**src/rtl/tmr_pkg.sv**
```systemverilog
package tmr_pkg;

    // control word, packed so that bit 0 is start and bit 14 is pin direction
    typedef struct packed {
        logic       pin_in;     // 14
        logic       cap_hold;   // 13
        logic       pwm_toggle; // 12
        logic [1:0] pwm_trig;   // 11:10
        logic [1:0] cap_edge;   // 9:8
        logic       pwm_def;    // 7
        logic       cmp_en;     // 6
        logic       pre_en;     // 5
        logic [2:0] ptv;        // 4:2
        logic       auto_rl;    // 1
        logic       start;      // 0
    } ctl_t;

    localparam int CTL_W = $bits(ctl_t);

    localparam int EV_MATCH = 0;
    localparam int EV_OVF   = 1;
    localparam int EV_CAP   = 2;
    localparam int EV_W     = 3;

    localparam logic [1:0] TRIG_NONE  = 2'b00;
    localparam logic [1:0] TRIG_OVF   = 2'b01;
    localparam logic [1:0] TRIG_OVFMT = 2'b10;

    localparam logic [1:0] EDGE_RISE = 2'b01;
    localparam logic [1:0] EDGE_FALL = 2'b10;
    localparam logic [1:0] EDGE_BOTH = 2'b11;

endpackage

```
**src/rtl/tmr_prescale.sv**
```systemverilog
module tmr_prescale #(
    parameter int PTV_W = 3
) (
    input  logic             clk,
    input  logic             rst_n,
    input  logic             run_i,
    input  logic             pre_en_i,
    input  logic [PTV_W-1:0] ptv_i,
    output logic             tick_o
);
    localparam int DIV_W = 2 ** PTV_W;

    typedef struct packed {
        logic [DIV_W-1:0] div;
    } pre_st_t;

    pre_st_t st_d, st_q;
    logic [DIV_W-1:0] lim;

    // terminal value 2^(ptv+1)-1: ones in positions 0..ptv
    always_comb begin
        for (int i = 0; i < DIV_W; i++) begin
            lim[i] = (i <= int'(ptv_i));
        end
    end

    always_comb begin
        st_d   = st_q;
        tick_o = 1'b0;
        if (!run_i) begin
            st_d.div = '0;
        end else if (!pre_en_i) begin
            tick_o   = 1'b1;
            st_d.div = '0;
        end else if (st_q.div == lim) begin
            tick_o   = 1'b1;
            st_d.div = '0;
        end else begin
            st_d.div = st_q.div + 1'b1;
        end
    end

    always_ff @(posedge clk or negedge rst_n) begin
        if (!rst_n) st_q <= '0;
        else        st_q <= st_d;
    end

    // a divided tick is never followed directly by another
    assert_tick_gap_R3: assert property (@(posedge clk) disable iff (!rst_n)
        (pre_en_i && tick_o && run_i && pre_en_i) |=> !(tick_o && pre_en_i));

endmodule

```
**src/rtl/tmr_capture.sv**
```systemverilog
module tmr_capture
    import tmr_pkg::*;
#(
    parameter int CNT_W = 32
) (
    input  logic             clk,
    input  logic             rst_n,
    input  logic             pin_i,
    input  logic [1:0]       edge_sel_i,
    input  logic             hold_i,
    input  logic             pending_i,
    input  logic [CNT_W-1:0] cnt_i,
    output logic             fire_o,
    output logic [CNT_W-1:0] cap_o
);
    typedef struct packed {
        logic             pin_prev;
        logic [CNT_W-1:0] cap;
    } cap_st_t;

    cap_st_t st_d, st_q;
    logic rise, fall, hit;

    always_comb begin
        rise = pin_i && !st_q.pin_prev;
        fall = !pin_i && st_q.pin_prev;
        unique case (edge_sel_i)
            EDGE_RISE: hit = rise;
            EDGE_FALL: hit = fall;
            EDGE_BOTH: hit = rise || fall;
            default:   hit = 1'b0;
        endcase
        fire_o        = hit && !(hold_i && pending_i);
        st_d          = st_q;
        st_d.pin_prev = pin_i;
        if (fire_o) st_d.cap = cnt_i;
    end

    always_ff @(posedge clk or negedge rst_n) begin
        if (!rst_n) st_q <= '0;
        else        st_q <= st_d;
    end

    assign cap_o = st_q.cap;

    assert_cap_hold_R8: assert property (@(posedge clk) disable iff (!rst_n)
        (hold_i && pending_i) |=> $stable(cap_o));

endmodule

```
**src/rtl/tmr_pwm.sv**
```systemverilog
module tmr_pwm
    import tmr_pkg::*;
(
    input  logic       clk,
    input  logic       rst_n,
    input  logic [1:0] trig_sel_i,
    input  logic       toggle_i,
    input  logic       def_i,
    input  logic       ovf_i,
    input  logic       match_i,
    input  logic       tick_i,
    output logic       pwm_o
);
    typedef struct packed {
        logic pin;
        logic pulse;
    } pwm_st_t;

    pwm_st_t st_d, st_q;
    logic trig;

    always_comb begin
        st_d = st_q;
        trig = ovf_i || ((trig_sel_i == TRIG_OVFMT) && match_i);
        if (trig_sel_i != TRIG_OVF && trig_sel_i != TRIG_OVFMT) begin
            st_d.pin   = def_i;
            st_d.pulse = 1'b0;
        end else if (toggle_i) begin
            st_d.pulse = 1'b0;
            if (trig) st_d.pin = !st_q.pin;
        end else if (trig) begin
            st_d.pin   = !def_i;
            st_d.pulse = 1'b1;
        end else if (!st_q.pulse || tick_i) begin
            st_d.pin   = def_i;
            st_d.pulse = 1'b0;
        end
    end

    always_ff @(posedge clk or negedge rst_n) begin
        if (!rst_n) st_q <= '0;
        else        st_q <= st_d;
    end

    assign pwm_o = st_q.pin;

    // a running pulse with no new trigger ends at the next tick
    assert_pulse_end_R12: assert property (@(posedge clk) disable iff (!rst_n)
        (st_q.pulse && tick_i && !trig && !toggle_i) |=> (pwm_o == $past(def_i)));

endmodule

```
**src/rtl/tmr_core.sv**
```systemverilog
module tmr_core
    import tmr_pkg::*;
#(
    parameter int CNT_W = 32,
    parameter int PTV_W = 3
) (
    input  logic             clk,
    input  logic             rst_n,
    input  logic [14:0]      ctl_i,
    input  logic [CNT_W-1:0] load_val_i,
    input  logic [CNT_W-1:0] match_val_i,
    input  logic             trig_wr_i,
    input  logic             cnt_wr_i,
    input  logic [CNT_W-1:0] cnt_wdata_i,
    input  logic [2:0]       stat_clr_i,
    input  logic [2:0]       int_en_i,
    input  logic [2:0]       wake_en_i,
    input  logic             cap_pin_i,
    output logic [CNT_W-1:0] cnt_o,
    output logic [CNT_W-1:0] cap_o,
    output logic [2:0]       evt_o,
    output logic [2:0]       stat_o,
    output logic             irq_o,
    output logic             wake_o,
    output logic             pwm_o,
    output logic             pwm_oe_o
);
    localparam logic [CNT_W-1:0] CNT_MAX = '1;

    typedef struct packed {
        logic [CNT_W-1:0] cnt;
        logic [EV_W-1:0]  evt;
        logic [EV_W-1:0]  stat;
        logic             halted;
    } core_st_t;

    core_st_t st_d, st_q;
    ctl_t     ctl;
    logic     run, tick, adv, wrap, cap_fire, match_fire;
    logic [CNT_W-1:0] cnt_next;

    assign ctl = ctl_t'(ctl_i);
    assign run = ctl.start && !st_q.halted;

    tmr_prescale #(.PTV_W(PTV_W)) u_pre (
        .clk      (clk),
        .rst_n    (rst_n),
        .run_i    (run),
        .pre_en_i (ctl.pre_en),
        .ptv_i    (ctl.ptv[PTV_W-1:0]),
        .tick_o   (tick)
    );

    tmr_capture #(.CNT_W(CNT_W)) u_cap (
        .clk        (clk),
        .rst_n      (rst_n),
        .pin_i      (cap_pin_i),
        .edge_sel_i (ctl.cap_edge),
        .hold_i     (ctl.cap_hold),
        .pending_i  (st_q.stat[EV_CAP]),
        .cnt_i      (st_q.cnt),
        .fire_o     (cap_fire),
        .cap_o      (cap_o)
    );

    tmr_pwm u_pwm (
        .clk        (clk),
        .rst_n      (rst_n),
        .trig_sel_i (ctl.pwm_trig),
        .toggle_i   (ctl.pwm_toggle),
        .def_i      (ctl.pwm_def),
        .ovf_i      (st_q.evt[EV_OVF]),
        .match_i    (st_q.evt[EV_MATCH]),
        .tick_i     (tick),
        .pwm_o      (pwm_o)
    );

    always_comb begin
        st_d       = st_q;
        adv        = run && tick && !cnt_wr_i && !trig_wr_i;
        wrap       = adv && (st_q.cnt == CNT_MAX);
        cnt_next   = wrap ? (ctl.auto_rl ? load_val_i : '0) : st_q.cnt + 1'b1;
        match_fire = adv && ctl.cmp_en && (cnt_next == match_val_i);

        if (cnt_wr_i)       st_d.cnt = cnt_wdata_i;
        else if (trig_wr_i) st_d.cnt = load_val_i;
        else if (adv)       st_d.cnt = cnt_next;

        if (cnt_wr_i || trig_wr_i || !ctl.start) st_d.halted = 1'b0;
        else if (wrap && !ctl.auto_rl)           st_d.halted = 1'b1;

        st_d.evt[EV_MATCH] = match_fire;
        st_d.evt[EV_OVF]   = wrap;
        st_d.evt[EV_CAP]   = cap_fire;
        st_d.stat          = (st_q.stat & ~stat_clr_i) | st_d.evt;
    end

    always_ff @(posedge clk or negedge rst_n) begin
        if (!rst_n) st_q <= '0;
        else        st_q <= st_d;
    end

    assign cnt_o    = st_q.cnt;
    assign evt_o    = st_q.evt;
    assign stat_o   = st_q.stat;
    assign irq_o    = |(st_q.stat & int_en_i);
    assign wake_o   = |(st_q.stat & wake_en_i);
    assign pwm_oe_o = !ctl.pin_in;

    assert_halt_R2: assert property (@(posedge clk) disable iff (!rst_n)
        (!ctl_i[0] && !cnt_wr_i && !trig_wr_i) |=> $stable(cnt_o));

    assert_ovf_flag_R4: assert property (@(posedge clk) disable iff (!rst_n)
        (run && tick && cnt_o == CNT_MAX && !cnt_wr_i && !trig_wr_i) |=> stat_o[EV_OVF]);

    assert_w1c_R9: assert property (@(posedge clk) disable iff (!rst_n)
        (stat_clr_i[EV_OVF] && !(run && tick && cnt_o == CNT_MAX)) |=> !stat_o[EV_OVF]);

    assert_capture_set_R7: assert property (@(posedge clk) disable iff (!rst_n)
        cap_fire |=> stat_o[EV_CAP]);

endmodule

```
**config.mk**
```make
export PLATFORM = sky130hd
export DESIGN_NAME = tmr_core
export DESIGN_NICKNAME = d
export VERILOG_FILES = /design/src/rtl/tmr_pkg.sv /design/src/rtl/tmr_prescale.sv /design/src/rtl/tmr_capture.sv /design/src/rtl/tmr_pwm.sv /design/src/rtl/tmr_core.sv
export SDC_FILE = /design/constraint.sdc
export NUM_CORES = 1
export LEC_CHECK = 0
export ABC_AREA = 0
export BUFFER_PORTS_ARGS = -buffer_cell sky130_fd_sc_hd__buf_2
export CAP_MARGIN = 25
export CORE_AREA = 2 2 116 118
export DETAILED_ROUTE_END_ITERATION = 8
export DIE_AREA = 0 0 118 120
export PLACE_DENSITY = 0.78
export SETUP_SLACK_MARGIN = 0.3
export SLEW_MARGIN = 20
export SYNTH_ARGS = -nofsm -noshare
export SYNTH_HDL_FRONTEND = slang
export SYNTH_SLANG_ARGS = --single-unit
```
**constraint.sdc**
```tcl
create_clock -name clk -period 4.1 [get_ports clk]
set_clock_uncertainty 0.05 [all_clocks]
set_input_delay 0.205 -clock clk [delete_from_list [all_inputs] [get_ports clk]]
set_output_delay 0.205 -clock clk [all_outputs]
set_load 0.005 [all_outputs]
```
==> results.sh <==
export IMPL_status="finished, final reports clean"
export IMPL_core_area_mm2=0.0130
export IMPL_vias=6147
export IMPL_rsz0062_at_grt="false"
export IMPL_yosys_top_cells_area="dfrtp_1 (32%), buf_4 (8.4%), mux2_2 (5.9%)"
export IMPL_area_growth_pct=16.0
export IMPL_crit_path_start_kind="flip-flop"
export IMPL_combinationalPowerShare=0.281
export IMPL_switchingPower_uw=874
export IMPL_yosys_warnings=0
export IMPL_whs_path_depth=2
export IMPL_p_int_mw=1.79
export IMPL_htree_levels=3
export IMPL_overflow=0
export IMPL_post_cts_repair_setup_buffers=0
export IMPL_initial_core_util=0.487
export IMPL_port_buffers=198
export IMPL_ir_worst_vdd_v=0.000267
export IMPL_fp_dieW_um=118
export IMPL_fin_crit_sh=0.849
export IMPL_finalSetupViolCount=0
export IMPL_yosys_area_top_type_share=0.324
export IMPL_layout_common_cells="buf_2 (197), dfrtp_1 (82), nand2_1 (63)"
export IMPL_syn_area_per_cell_um2=8.72
export IMPL_drive_above_1_share=0.335
export IMPL_die_area_mm2=0.0142
export IMPL_end_kind="flip-flop"
export IMPL_layout_cells_non_filler=1028
export IMPL_drc=0
export IMPL_cap_violations=0
export IMPL_relSlewSlack=0.297
export IMPL_p_seq_frac=0.415
export IMPL_seq_area_frac_synth=0.324
export IMPL_rr_startpoint="cnt_o[0]$_DFFE_PN0P_"
export IMPL_cts_buffers=9
export IMPL_syn_instance_count=725
export IMPL_dpl_cell_count=1009
export IMPL_clockPowerShare=0.304
export IMPL_grt_pass1_wl_mm=32.9
export IMPL_clock_sinks=82
export IMPL_routabilityCongestion=1.00
export IMPL_fillers=1244
export IMPL_final_common_cell="buf_2"
export IMPL_fmax_mhz=287
export IMPL_vias_per_cell=5.98
export IMPL_async_reset_ff_frac=1.00
export IMPL_clk_path_buf_depth=2
export IMPL_wirelength_mm=20.8
export IMPL_hold_end="u_pwm.st_q[0]$_DFFE_PN0P_"
export IMPL_r2r_slack_ps=620
export IMPL_wl_per_cell_um=20.2
export IMPL_p_sw_frac=0.328
export IMPL_cp_required_ps=4320
export IMPL_reg2regPathDepth=10
export IMPL_syn_area_mm2=0.00632
export IMPL_synth_top_cell_by_area="dfrtp_1"
export IMPL_cts_tree="done"
export IMPL_ant_nets=0
export IMPL_worst_hold_startpoint="ctl_i[12]"
export IMPL_grt_max_degree=46
export IMPL_drtIter0Drc=553
export IMPL_hold_viol=0
export IMPL_tns_ps=0
export IMPL_critical_path_class="reg -> reg"
export IMPL_place_hpwl_mm=15.9
export IMPL_reg2reg_to="stat_o[0]$_DFF_PN0_"
export IMPL_maxSlewViolCount=0
export IMPL_drt_pass1_iter_count=5
export IMPL_antenna_found_initial=0
export IMPL_finalCriticalPeriod_ps=3480
export IMPL_clock_latency_ps=360
export IMPL_synth_edff_count=0
export IMPL_tightest_slew_ps=1050
export IMPL_path_clk_slew_ps=70
export IMPL_syn_nets=855
export IMPL_cpMaxStageDelayCell="dfrtp_1"
export IMPL_ioPinCount=199
export IMPL_yosys_register_bits=82
export IMPL_grt_pass1_vias=5928
export IMPL_die_h_um=120
export IMPL_nets=977
export IMPL_cts_root_buffer="clkbuf_16"
export IMPL_hold_class="in -> reg"
export IMPL_placementRows=42
export IMPL_crit_arrival_ps=3700
export IMPL_power_leakage_nw=3.31
export IMPL_crit_chain="ha_1 -> nand4_1 -> nor4_2 -> nand2_2 -> nor3_4 -> nand2_1 -> a221o_1 -> a2111o_1 -> a211o_1 -> o31ai_2"
export IMPL_ys_types=66
export IMPL_grt_util_all_layers=0.297
export IMPL_yosys_most_used_dff="dfrtp_1"
export IMPL_critPathMaxFanout=9
export IMPL_power_density_mw_per_mm2=363
export IMPL_diodes=0
export IMPL_post_cts_resized=0
export IMPL_cpPeakStageDelay_ps=520
logic make-up (layout without fill, tap and decap cells):
kind of cell | count (synthesis) | in the layout | share of synthesized area
simple gates | 222 | 222 | 0.181
compound gates | 180 | 180 | 0.205
mux | 44 | 44 | 0.0762
fa+ha+maj | 5 | 5 | 0.00989
xor+xnor | 53 | 53 | 0.0756
buf+inv | 139 | 266 | 0.128
flops | 82 | 82 | 0.324
metal layers:
layer  up-vias  GRT usage  wire (um)
met4         0      0.114        562
met5         -          0          0
met1      2890      0.410       8880
li1       2844          -          -
met3        46     0.0642       2030
met2       367      0.457       9330
flip-flops by register name (all words and copies together), names as in the netlist:
signal / cells
u_cap.cap_o: 32
evt_o: 3
cnt_o: 32
u_pwm.st_q: 1
stat_o: 3
st_q: 1
u_pre.st_q: 8
u_pwm.pwm_o: 1
u_cap.st_q: 1
worst max-delay path, delay by kind of cell (launching register included):
kind            cells  cell delay, ps
compound gates      4            1260
simple gates        5            1260
flops               1             520
fa+ha+maj           1             300
final cells by class:
type / count / area, um^2 / area share
Tap cell: 176 / 220 / 0.0300
Inverter: 27 / 101 / 0.0138
Multi-Input combinational cell: 504 / 3480 / 0.474
Timing Repair Buffer: 223 / 1190 / 0.162
Clock buffer: 11 / 253 / 0.0345
Sequential cell: 82 / 2050 / 0.280
Clock inverter: 5 / 42.5 / 0.00580
worst max path at each step:
| stage | startpoint | end | slack [ps] | cells after the start |
|---|---|---|---|---|
| 2_1_floorplan | u_pre.st_q[7]$_DFF_PN0_ | stat_o[0]$_DFF_PN0_ | 1180 | 10 |
| 3_3_place_gp | u_pre.st_q[2]$_DFF_PN0_ | stat_o[0]$_DFF_PN0_ | 780 | 9 |
| 3_5_place_dp | cnt_o[0]$_DFFE_PN0P_ | stat_o[0]$_DFF_PN0_ | 680 | 10 |
| 4_1_cts | cnt_o[0]$_DFFE_PN0P_ | stat_o[0]$_DFF_PN0_ | 660 | 10 |
| 5_1_grt | cnt_o[0]$_DFFE_PN0P_ | stat_o[0]$_DFF_PN0_ | 310 | 10 |
| 6_report | cnt_o[0]$_DFFE_PN0P_ | stat_o[0]$_DFF_PN0_ | 620 | 10 |
power by group through the flow:
stage / registers, mW / clock network (mW) / logic [mW]
final: 1.11 / 0.810 / 0.749
after global routing: 1.13 / 0.861 / 0.825
after CTS: 1.11 / 0.825 / 0.747
after detailed placement: 1.12 / 0 / 0.742
after global placement: 1.11 / 0 / 0.734
after floorplan: 1.06 / 0 / 0.626
repair_timing:
action / 4_1_cts / 5_1_grt
setup endpoints to repair: 0 / 0
hold endpoints to repair: 46 / 0
hold buffers: 3 / 0
stage by stage:
| stage | hold WS, ps | util | instance area [um^2] | total power [mW] | worst slack (ps) |
|---|---|---|---|---|---|
| after floorplan | -141 | - | 6320 | 1.69 | 1180 |
| after global placement | 204 | 0.540 | 7010 | 1.84 | 779 |
| after detailed placement | 206 | 0.540 | 7010 | 1.86 | 683 |
| after CTS | 6.92 | 0.565 | 7330 | 2.68 | 661 |
| after global routing | 28.8 | 0.565 | 7330 | 2.82 | 309 |
| final | 23.7 | 0.565 | 7330 | 2.67 | 620 |
cells in the mapped netlist (all sizes together), types with 4 or more instances:
library cell and number:
a21oi 25, and3 13, a22oi 6, a21o 5, nor4 12, xnor2 37
a221oi 14, mux2 33, dfrtp 82, inv 26, o31ai 16, ha 5
a211oi 6, o211ai 10, nand3 29, a221o 6, o21ai 36, a32oi 5
nor2 45, mux2i 11, buf 77, nor3 8, and2 7, clkbuf 35
a22o 5, a31oi 4, nand2 64, o22ai 4, nand4 19, xor2 15
nand2b 8, a41oi 6, and4 5
Power figures use the tool's default switching activity.
